File: config.mk
export PLATFORM = sky130hd
export DESIGN_NAME = mchan_fifo
export DESIGN_NICKNAME = d
export VERILOG_FILES = /design/src/rtl/mchan_fifo_pkg.sv /design/src/rtl/mchan_mem.sv /design/src/rtl/mchan_side.sv /design/src/rtl/mchan_fifo.sv
export SDC_FILE = /design/constraint.sdc
export NUM_CORES = 1
export LEC_CHECK = 0
export BUFFER_PORTS_ARGS = -buffer_cell sky130_fd_sc_hd__buf_2
export CAP_MARGIN = 25
export CORE_UTILIZATION = 38
export DETAILED_ROUTE_END_ITERATION = 8
export SLEW_MARGIN = 20
export SYNTH_ARGS = -nofsm -noshare
export SYNTH_HDL_FRONTEND = slang
export SYNTH_SLANG_ARGS = --single-unit
File: constraint.sdc
create_clock -name clk -period 11.2 [get_ports clk]
set_input_delay 2.24 -clock clk [delete_from_list [all_inputs] [get_ports clk]]
set_output_delay 2.24 -clock clk [all_outputs]
set_load 0.05 [all_outputs]
File: src/rtl/mchan_fifo_pkg.sv
package mchan_fifo_pkg;

    // Context switch phases of one side
    typedef enum logic [1:0] {
        SW_LIVE = 2'd0,
        SW_SAVE = 2'd1,
        SW_LOAD = 2'd2
    } sw_state_e;

endpackage

File: src/rtl/mchan_mem.sv
module mchan_mem #(
    parameter  int DW    = 8,
    parameter  int ABITS = 5,
    localparam int WORDS = 1 << ABITS
) (
    input  logic             clk,
    input  logic             we_i,
    input  logic [ABITS-1:0] waddr_i,
    input  logic [DW-1:0]    wdata_i,
    input  logic [ABITS-1:0] raddr_i,
    output logic [DW-1:0]    rdata_o
);

    logic [DW-1:0] mem_q [WORDS];

    always_ff @(posedge clk) begin
        if (we_i) begin
            mem_q[waddr_i] <= wdata_i;
        end
    end

    assign rdata_o = mem_q[raddr_i];

endmodule

File: src/rtl/mchan_side.sv
module mchan_side
    import mchan_fifo_pkg::*;
#(
    parameter  int NCH   = 4,
    parameter  int DEPTH = 8,
    parameter  int BURST = 4,
    parameter  bit IS_WR = 1'b1,
    localparam int CW    = $clog2(NCH),
    localparam int AW    = $clog2(DEPTH),
    localparam int PW    = AW + 1,
    localparam int BCW   = $clog2(BURST + 1)
) (
    input  logic          clk,
    input  logic          rst_n,
    input  logic [CW-1:0] chan_i,
    input  logic          req_i,
    output logic          ack_o,
    output logic          valid_o,
    output logic [CW-1:0] cur_o,
    output logic [PW-1:0] own_o,
    input  logic [PW-1:0] peer_i,
    input  logic [CW-1:0] look_ch_i,
    output logic [PW-1:0] look_o,
    output logic [PW-1:0] level_o
);

    localparam logic [PW:0] DEPTH_X = (PW+1)'(DEPTH);
    localparam logic [PW:0] BURST_X = (PW+1)'(BURST);
    localparam logic [BCW-1:0] LAST_CNT = BCW'(BURST - 1);

    typedef struct packed {
        sw_state_e                 st;
        logic [CW-1:0]             cur;
        logic [PW-1:0]             own;
        logic                      active;
        logic                      hold;
        logic [BCW-1:0]            cnt;
        logic [NCH-1:0][PW-1:0]    store;
    } side_t;

    side_t q, n;
    logic [PW-1:0] level;
    logic          fits;
    logic          live;
    logic          start;
    logic          ack;

    // Room test differs by direction: vacancy for the producer, data for the consumer
    if (IS_WR) begin : g_room
        assign level = q.own - peer_i;
        assign fits  = (DEPTH_X - {1'b0, level}) >= BURST_X;
    end else begin : g_data
        assign level = peer_i - q.own;
        assign fits  = {1'b0, level} >= BURST_X;
    end

    always_comb begin
        n     = q;
        live  = (q.st == SW_LIVE) && (chan_i == q.cur);
        start = live && req_i && !q.hold && !q.active && fits;
        ack   = start || q.active;

        case (q.st)
            SW_LIVE: begin
                if ((chan_i != q.cur) && !req_i && !q.active) begin
                    n.st = SW_SAVE;
                end
            end
            SW_SAVE: begin
                n.store[q.cur] = q.own;
                n.cur          = chan_i;
                n.st           = SW_LOAD;
            end
            SW_LOAD: begin
                n.own = q.store[q.cur];
                n.st  = SW_LIVE;
            end
            default: n.st = SW_LIVE;
        endcase

        if (ack) begin
            n.own = q.own + 1'b1;
            if (q.cnt == LAST_CNT) begin
                n.cnt          = '0;
                n.active       = 1'b0;
                n.hold         = 1'b1;
                n.store[q.cur] = q.own + 1'b1;
            end else begin
                n.cnt    = q.cnt + 1'b1;
                n.active = 1'b1;
            end
        end else if (!req_i) begin
            n.hold = 1'b0;
        end
    end

    always_ff @(posedge clk or negedge rst_n) begin
        if (!rst_n) begin
            q <= '0;
        end else begin
            q <= n;
        end
    end

    assign ack_o   = ack;
    assign valid_o = live;
    assign cur_o   = q.cur;
    assign own_o   = q.own;
    assign look_o  = q.store[look_ch_i];
    assign level_o = level;

    // words only move on a settled channel
    p_ack_live_r2: assert property (@(posedge clk) disable iff (!rst_n)
        ack_o |-> (q.st == SW_LIVE));

    // the cycle after the last word carries no acknowledge
    p_burst_gap_r6: assert property (@(posedge clk) disable iff (!rst_n)
        (q.active && (q.cnt == LAST_CNT)) |=> !ack_o);

    // occupancy never exceeds the channel slice
    p_no_overflow_r3: assert property (@(posedge clk) disable iff (!rst_n)
        valid_o |-> ({1'b0, level_o} <= DEPTH_X));

    // save is followed by load, load by the live phase
    p_save_load_r7: assert property (@(posedge clk) disable iff (!rst_n)
        (q.st == SW_SAVE) |=> (q.st == SW_LOAD));
    p_load_live_r7: assert property (@(posedge clk) disable iff (!rst_n)
        (q.st == SW_LOAD) |=> (q.st == SW_LIVE));

    // a switch only starts from a cycle with the request low
    p_switch_idle_r8: assert property (@(posedge clk) disable iff (!rst_n)
        ((q.st == SW_SAVE) && ($past(q.st) == SW_LIVE)) |-> !$past(req_i));

endmodule

File: src/rtl/mchan_fifo.sv
module mchan_fifo
    import mchan_fifo_pkg::*;
#(
    parameter  int NCH      = 4,
    parameter  int DEPTH    = 8,
    parameter  int DW       = 8,
    parameter  int WR_BURST = 4,
    parameter  int RD_BURST = 2,
    localparam int CW       = $clog2(NCH),
    localparam int AW       = $clog2(DEPTH),
    localparam int PW       = AW + 1
) (
    input  logic          clk,
    input  logic          rst_n,
    input  logic [CW-1:0] wr_chan_i,
    input  logic          wr_req_i,
    input  logic [DW-1:0] wr_data_i,
    output logic          wr_ack_o,
    output logic          wr_chan_valid_o,
    output logic [PW-1:0] wr_level_o,
    output logic          wr_full_o,
    input  logic [CW-1:0] rd_chan_i,
    input  logic          rd_req_i,
    output logic          rd_ack_o,
    output logic [DW-1:0] rd_data_o,
    output logic          rd_chan_valid_o,
    output logic [PW-1:0] rd_level_o,
    output logic          rd_empty_o,
    input  logic          rd_stat_req_i,
    output logic          rd_stat_ack_o
);

    logic [CW-1:0] w_cur, r_cur;
    logic [PW-1:0] w_own, r_own;
    logic [PW-1:0] w_store_at_r, r_store_at_w;

    mchan_side #(
        .NCH(NCH), .DEPTH(DEPTH), .BURST(WR_BURST), .IS_WR(1'b1)
    ) u_wside (
        .clk      (clk),
        .rst_n    (rst_n),
        .chan_i   (wr_chan_i),
        .req_i    (wr_req_i),
        .ack_o    (wr_ack_o),
        .valid_o  (wr_chan_valid_o),
        .cur_o    (w_cur),
        .own_o    (w_own),
        .peer_i   (r_store_at_w),
        .look_ch_i(r_cur),
        .look_o   (w_store_at_r),
        .level_o  (wr_level_o)
    );

    mchan_side #(
        .NCH(NCH), .DEPTH(DEPTH), .BURST(RD_BURST), .IS_WR(1'b0)
    ) u_rside (
        .clk      (clk),
        .rst_n    (rst_n),
        .chan_i   (rd_chan_i),
        .req_i    (rd_req_i),
        .ack_o    (rd_ack_o),
        .valid_o  (rd_chan_valid_o),
        .cur_o    (r_cur),
        .own_o    (r_own),
        .peer_i   (w_store_at_r),
        .look_ch_i(w_cur),
        .look_o   (r_store_at_w),
        .level_o  (rd_level_o)
    );

    mchan_mem #(
        .DW(DW), .ABITS(CW + AW)
    ) u_mem (
        .clk    (clk),
        .we_i   (wr_ack_o),
        .waddr_i({w_cur, w_own[AW-1:0]}),
        .wdata_i(wr_data_i),
        .raddr_i({r_cur, r_own[AW-1:0]}),
        .rdata_o(rd_data_o)
    );

    assign wr_full_o     = (wr_level_o == PW'(DEPTH));
    assign rd_empty_o    = (rd_level_o == '0);
    assign rd_stat_ack_o = rd_stat_req_i && rd_chan_valid_o;

    // a read never starts on a channel the read side sees as empty
    p_read_has_data_r10: assert property (@(posedge clk) disable iff (!rst_n)
        (rd_ack_o && !$past(rd_ack_o)) |-> !rd_empty_o);

endmodule

==> impl_metrics.ini <==
[place]
final_weighted_congestion_of_routability_driven_global_placement = 0.7896
pre_cts_slack_ns = 4.879
dpl.hpwl_um = 17840
port_buffers = 39

[clocking]
clkLatencyLatePin_ns = 0.52
tritoncts_clock_tree = built
cts-root-buf = clkbuf_16
cts_buffers = 34
cts_sinks = 313
htree_num_levels = 2
cts_hold_buffers = 0
cts_resized = 0
clkTransAtPathRegs_ns = 0.06
post_cts_buffers = 0
cts_buffer_depth = 3

[power_and_ir_drop]
power_mw = 4.613
comb_power_share_pct = 43.0
cellLeakagePower_nw = 5.131
power_density_nw_per_um2 = 304.5
power.share.sequential_pct = 34.0
cellInternalPower_mw = 2.753
power.switching_mw = 1.860
max-vdd-ir-drop_uv = 427.9
switching_share_pct = 40.32
clock_share_of_power_pct = 22.9

[final_layout]
drive_above_1_share_pct = 24.70
area_added_between_synthesis_and_finish_pct = 12.42
final_nets = 851
finish.utilization_pct = 43.64

[drt]
vias = 7034
drt_iter0_drc = 526
post_drt_wl_per_cell_um = 22.08
route.antenna.remaining_nets = 0
drt_total_wl_um = 28670
post-route-drc-count = 0
drt_first_pass_iters = 5
post_drt_via_cell_ratio = 5.419

[synth]
syn_inst = 780
postSynthRegisterBits = 313
yosys.area.top_type_share_pct = 57.05
synthMostInstantiatedCell = edfxtp_1
synth.avg_cell_area_um2 = 17.28
yosysUniqueCellTypes = 64
yosys-top-cells-count = edfxtp_1, mux4_2, dfrtp_1
yosysTopAreaCell = edfxtp_1
synth_enable_flop_cells = 256
syn_area_um2 = 13480
synthesized_netlist_net_count = 811
postSynth.asyncResetShare_pct = 18.21
synth-seq-area-share_pct = 67.63
synth_area_leaders = edfxtp_1, mux4_2, dfrtp_1, mux2i_1, nor2_1
synth-main-ff-cell = edfxtp_1
ys_warn_count = 0

[timing]
rsz0062_at_grt = false
timing.max_slew.rel_slack_pct = 33.48
finalWorstPathRequiredPeriod_ns = 6.302
finalClockSkew_ns = 0.01953
report.final.setup_viol = 0
final_hold_viol_count = 0
final.period_utilization_pct = 56.27
worst-slew-pin-transition_ns = 0.9941
final_setup_slack_of_the_worst_path_ns = 4.898
timing_max_transition_violations_final = 0
finalSetupTns_ns = 0
timing.fmax_mhz = 158.7

[setup_path]
cpMostUsedCell = buf_2
setup.worst_path.class = in -> out
slowest_stage_delay_on_critical_path_ns = 0.63
endpoint_kind = primary output
worst-endpoint-arrival_ns = 4.06
critical_path_peak_fanout = 18
timing.critical_path.from_type = primary input
critical-path-slowest-cell = nor3_4
required_ns = 8.96
crit_path_cell_trace = buf_2 -> xor2_1 -> nor4_2 -> a31oi_1 -> nor3_4 -> buf_2

[outcome]
status = complete, no violations

[floorplanning]
die_area_um2 = 36220
floorplan.core_area_um2 = 34710
start_util_pct = 38.82
placement_rows = 68
die_h_um = 190.3
pin_count = 40
die_w_um = 190.3

[global_routing]
vias_in_the_first_global_route = 7284
initial_antenna_violation_count = 0
grt_use_total_pct = 16.46
grt_pass1_wl_um = 44380
grt_overflow = 0
grt_max_degree = 60

[job]
drv.max_cap_violation_count = 0

[hold_path]
min-delay-path-class = reg -> reg
==> registers in the layout, summed over array words and instances (netlist names) <==
name,cells
u_wside.own_o,4
u_rside.cur_o,2
u_rside.q,22
u_wside.q,23
u_wside.cur_o,2
u_rside.own_o,4
u_mem.mem_q,256
==> cells by family after synthesis <==
| logic type | share of synthesized area [%] |
|---|---|
| DFF | 67.63 |
| and+or+nand+nor | 5.404 |
| muxes | 16.30 |
| AOI/OAI and AO/OA | 6.026 |
| buffers and inverters | 2.210 |
| xor gates and xnor gates | 1.021 |
| adders and majority gates | 1.411 |
==> cells in the final DEF (no fill, tap or decap), types with 5 or more instances in the layout <==
cell and instances:
nand2b_1 11, o22ai_1 20, and2_1 5, xor2_1 7, o21ai_0 15, dfrtp_1 55, nor2_1 46, or2_2 11
buf_4 6, a2bb2oi_1 8, a21oi_1 12, buf_2 39, o22a_1 5, nand3_1 5, clkinv_1 5, edfxtp_1 256
mux2i_1 36, a22oi_1 5, a31oi_1 5, ha_1 12, inv_1 26, clkbuf_16 34, nand2_1 33, xnor2_1 5
mux4_2 80, clkbuf_1 8, nor2b_1 11, a211oi_1 8
==> final timing paths <==
| check | cells past startpoint | slack [ns] | endpoint | startpoint |
|---|---|---|---|---|
| max reg2reg | 10 | 6.73 | u_mem.mem_q[14][6]$_DFFE_PP_ | u_wside.cur_o[1]$_DFFE_PN0N_ |
| min | 1 | 0.48 | u_rside.q[16]$_DFFE_PN0N_ | u_rside.q[16]$_DFFE_PN0N_ |
| max in group asynchronous | 2 | 8.76 | u_rside.own_o[0]$_DFFE_PN0P_ | rst_n |
| max | 6 | 4.90 | rd_ack_o | rd_chan_i[1] |
| min reg2reg | 1 | 0.48 | u_rside.q[16]$_DFFE_PN0N_ | u_rside.q[16]$_DFFE_PN0N_ |
| min in group asynchronous | 2 | 1.87 | u_wside.q[27]$_DFFE_PN0P_ | rst_n |
==> metrics by stage <==
stage / instance area (µm²) / std cells / hold WS, ns
3_3_place_gp: 14100 / 1239 / 0.4671
4_1_cts: 15150 / 1297 / 0.4812
3_5_place_dp: 14100 / 1239 / 0.4697
2_1_floorplan: 13480 / 780 / 0.4505
5_1_grt: 15150 / 1297 / 0.5154
6_report: 15150 / 1298 / 0.4797
==> layout make-up <==
class | count | area (µm²)
diodes | 1 | 2.502
clock buffers | 46 | 935.9
clock inverters | 12 | 113.9
fillers | 3059 | 19560
inverters | 28 | 105.1
multi-input cells | 398 | 4064
flip-flops and latches | 313 | 9119
well taps | 455 | 569.3
repair buffers | 45 | 240.2
==> worst max-delay path: cells and delay by family <==
family	cells	cell delay (ns)
XOR/XNOR	1	0.17
buffers and inverters	2	0.49
AND/OR/NAND/NOR	2	0.95
AO/OA/AOI/OAI	1	0.20
==> power groups by stage <==
stage	registers, mW	logic, mW	clock network, mW
floorplan	1.48	1.62	0
global placement	1.59	1.99	0
detailed placement	1.60	2.00	0
CTS	1.57	2.01	1.09
global route	1.60	2.14	1.13
finish	1.57	1.98	1.06
==> layer usage <==
| metal | vias up | wire length [µm] | GRT usage (%) | share of wire, % |
|---|---|---|---|---|
| met5 | - | 0 | 0 | 0 |
| met1 | 3606 | 12810 | 22.71 | 45 |
| met3 | 56 | 1516 | 3.312 | 5.3 |
| met2 | 192 | 13630 | 26.13 | 48 |
| met4 | 0 | 711 | 5.262 | 2.5 |
| li1 | 3180 | - | - | - |
(Power assumes the default switching activity.)
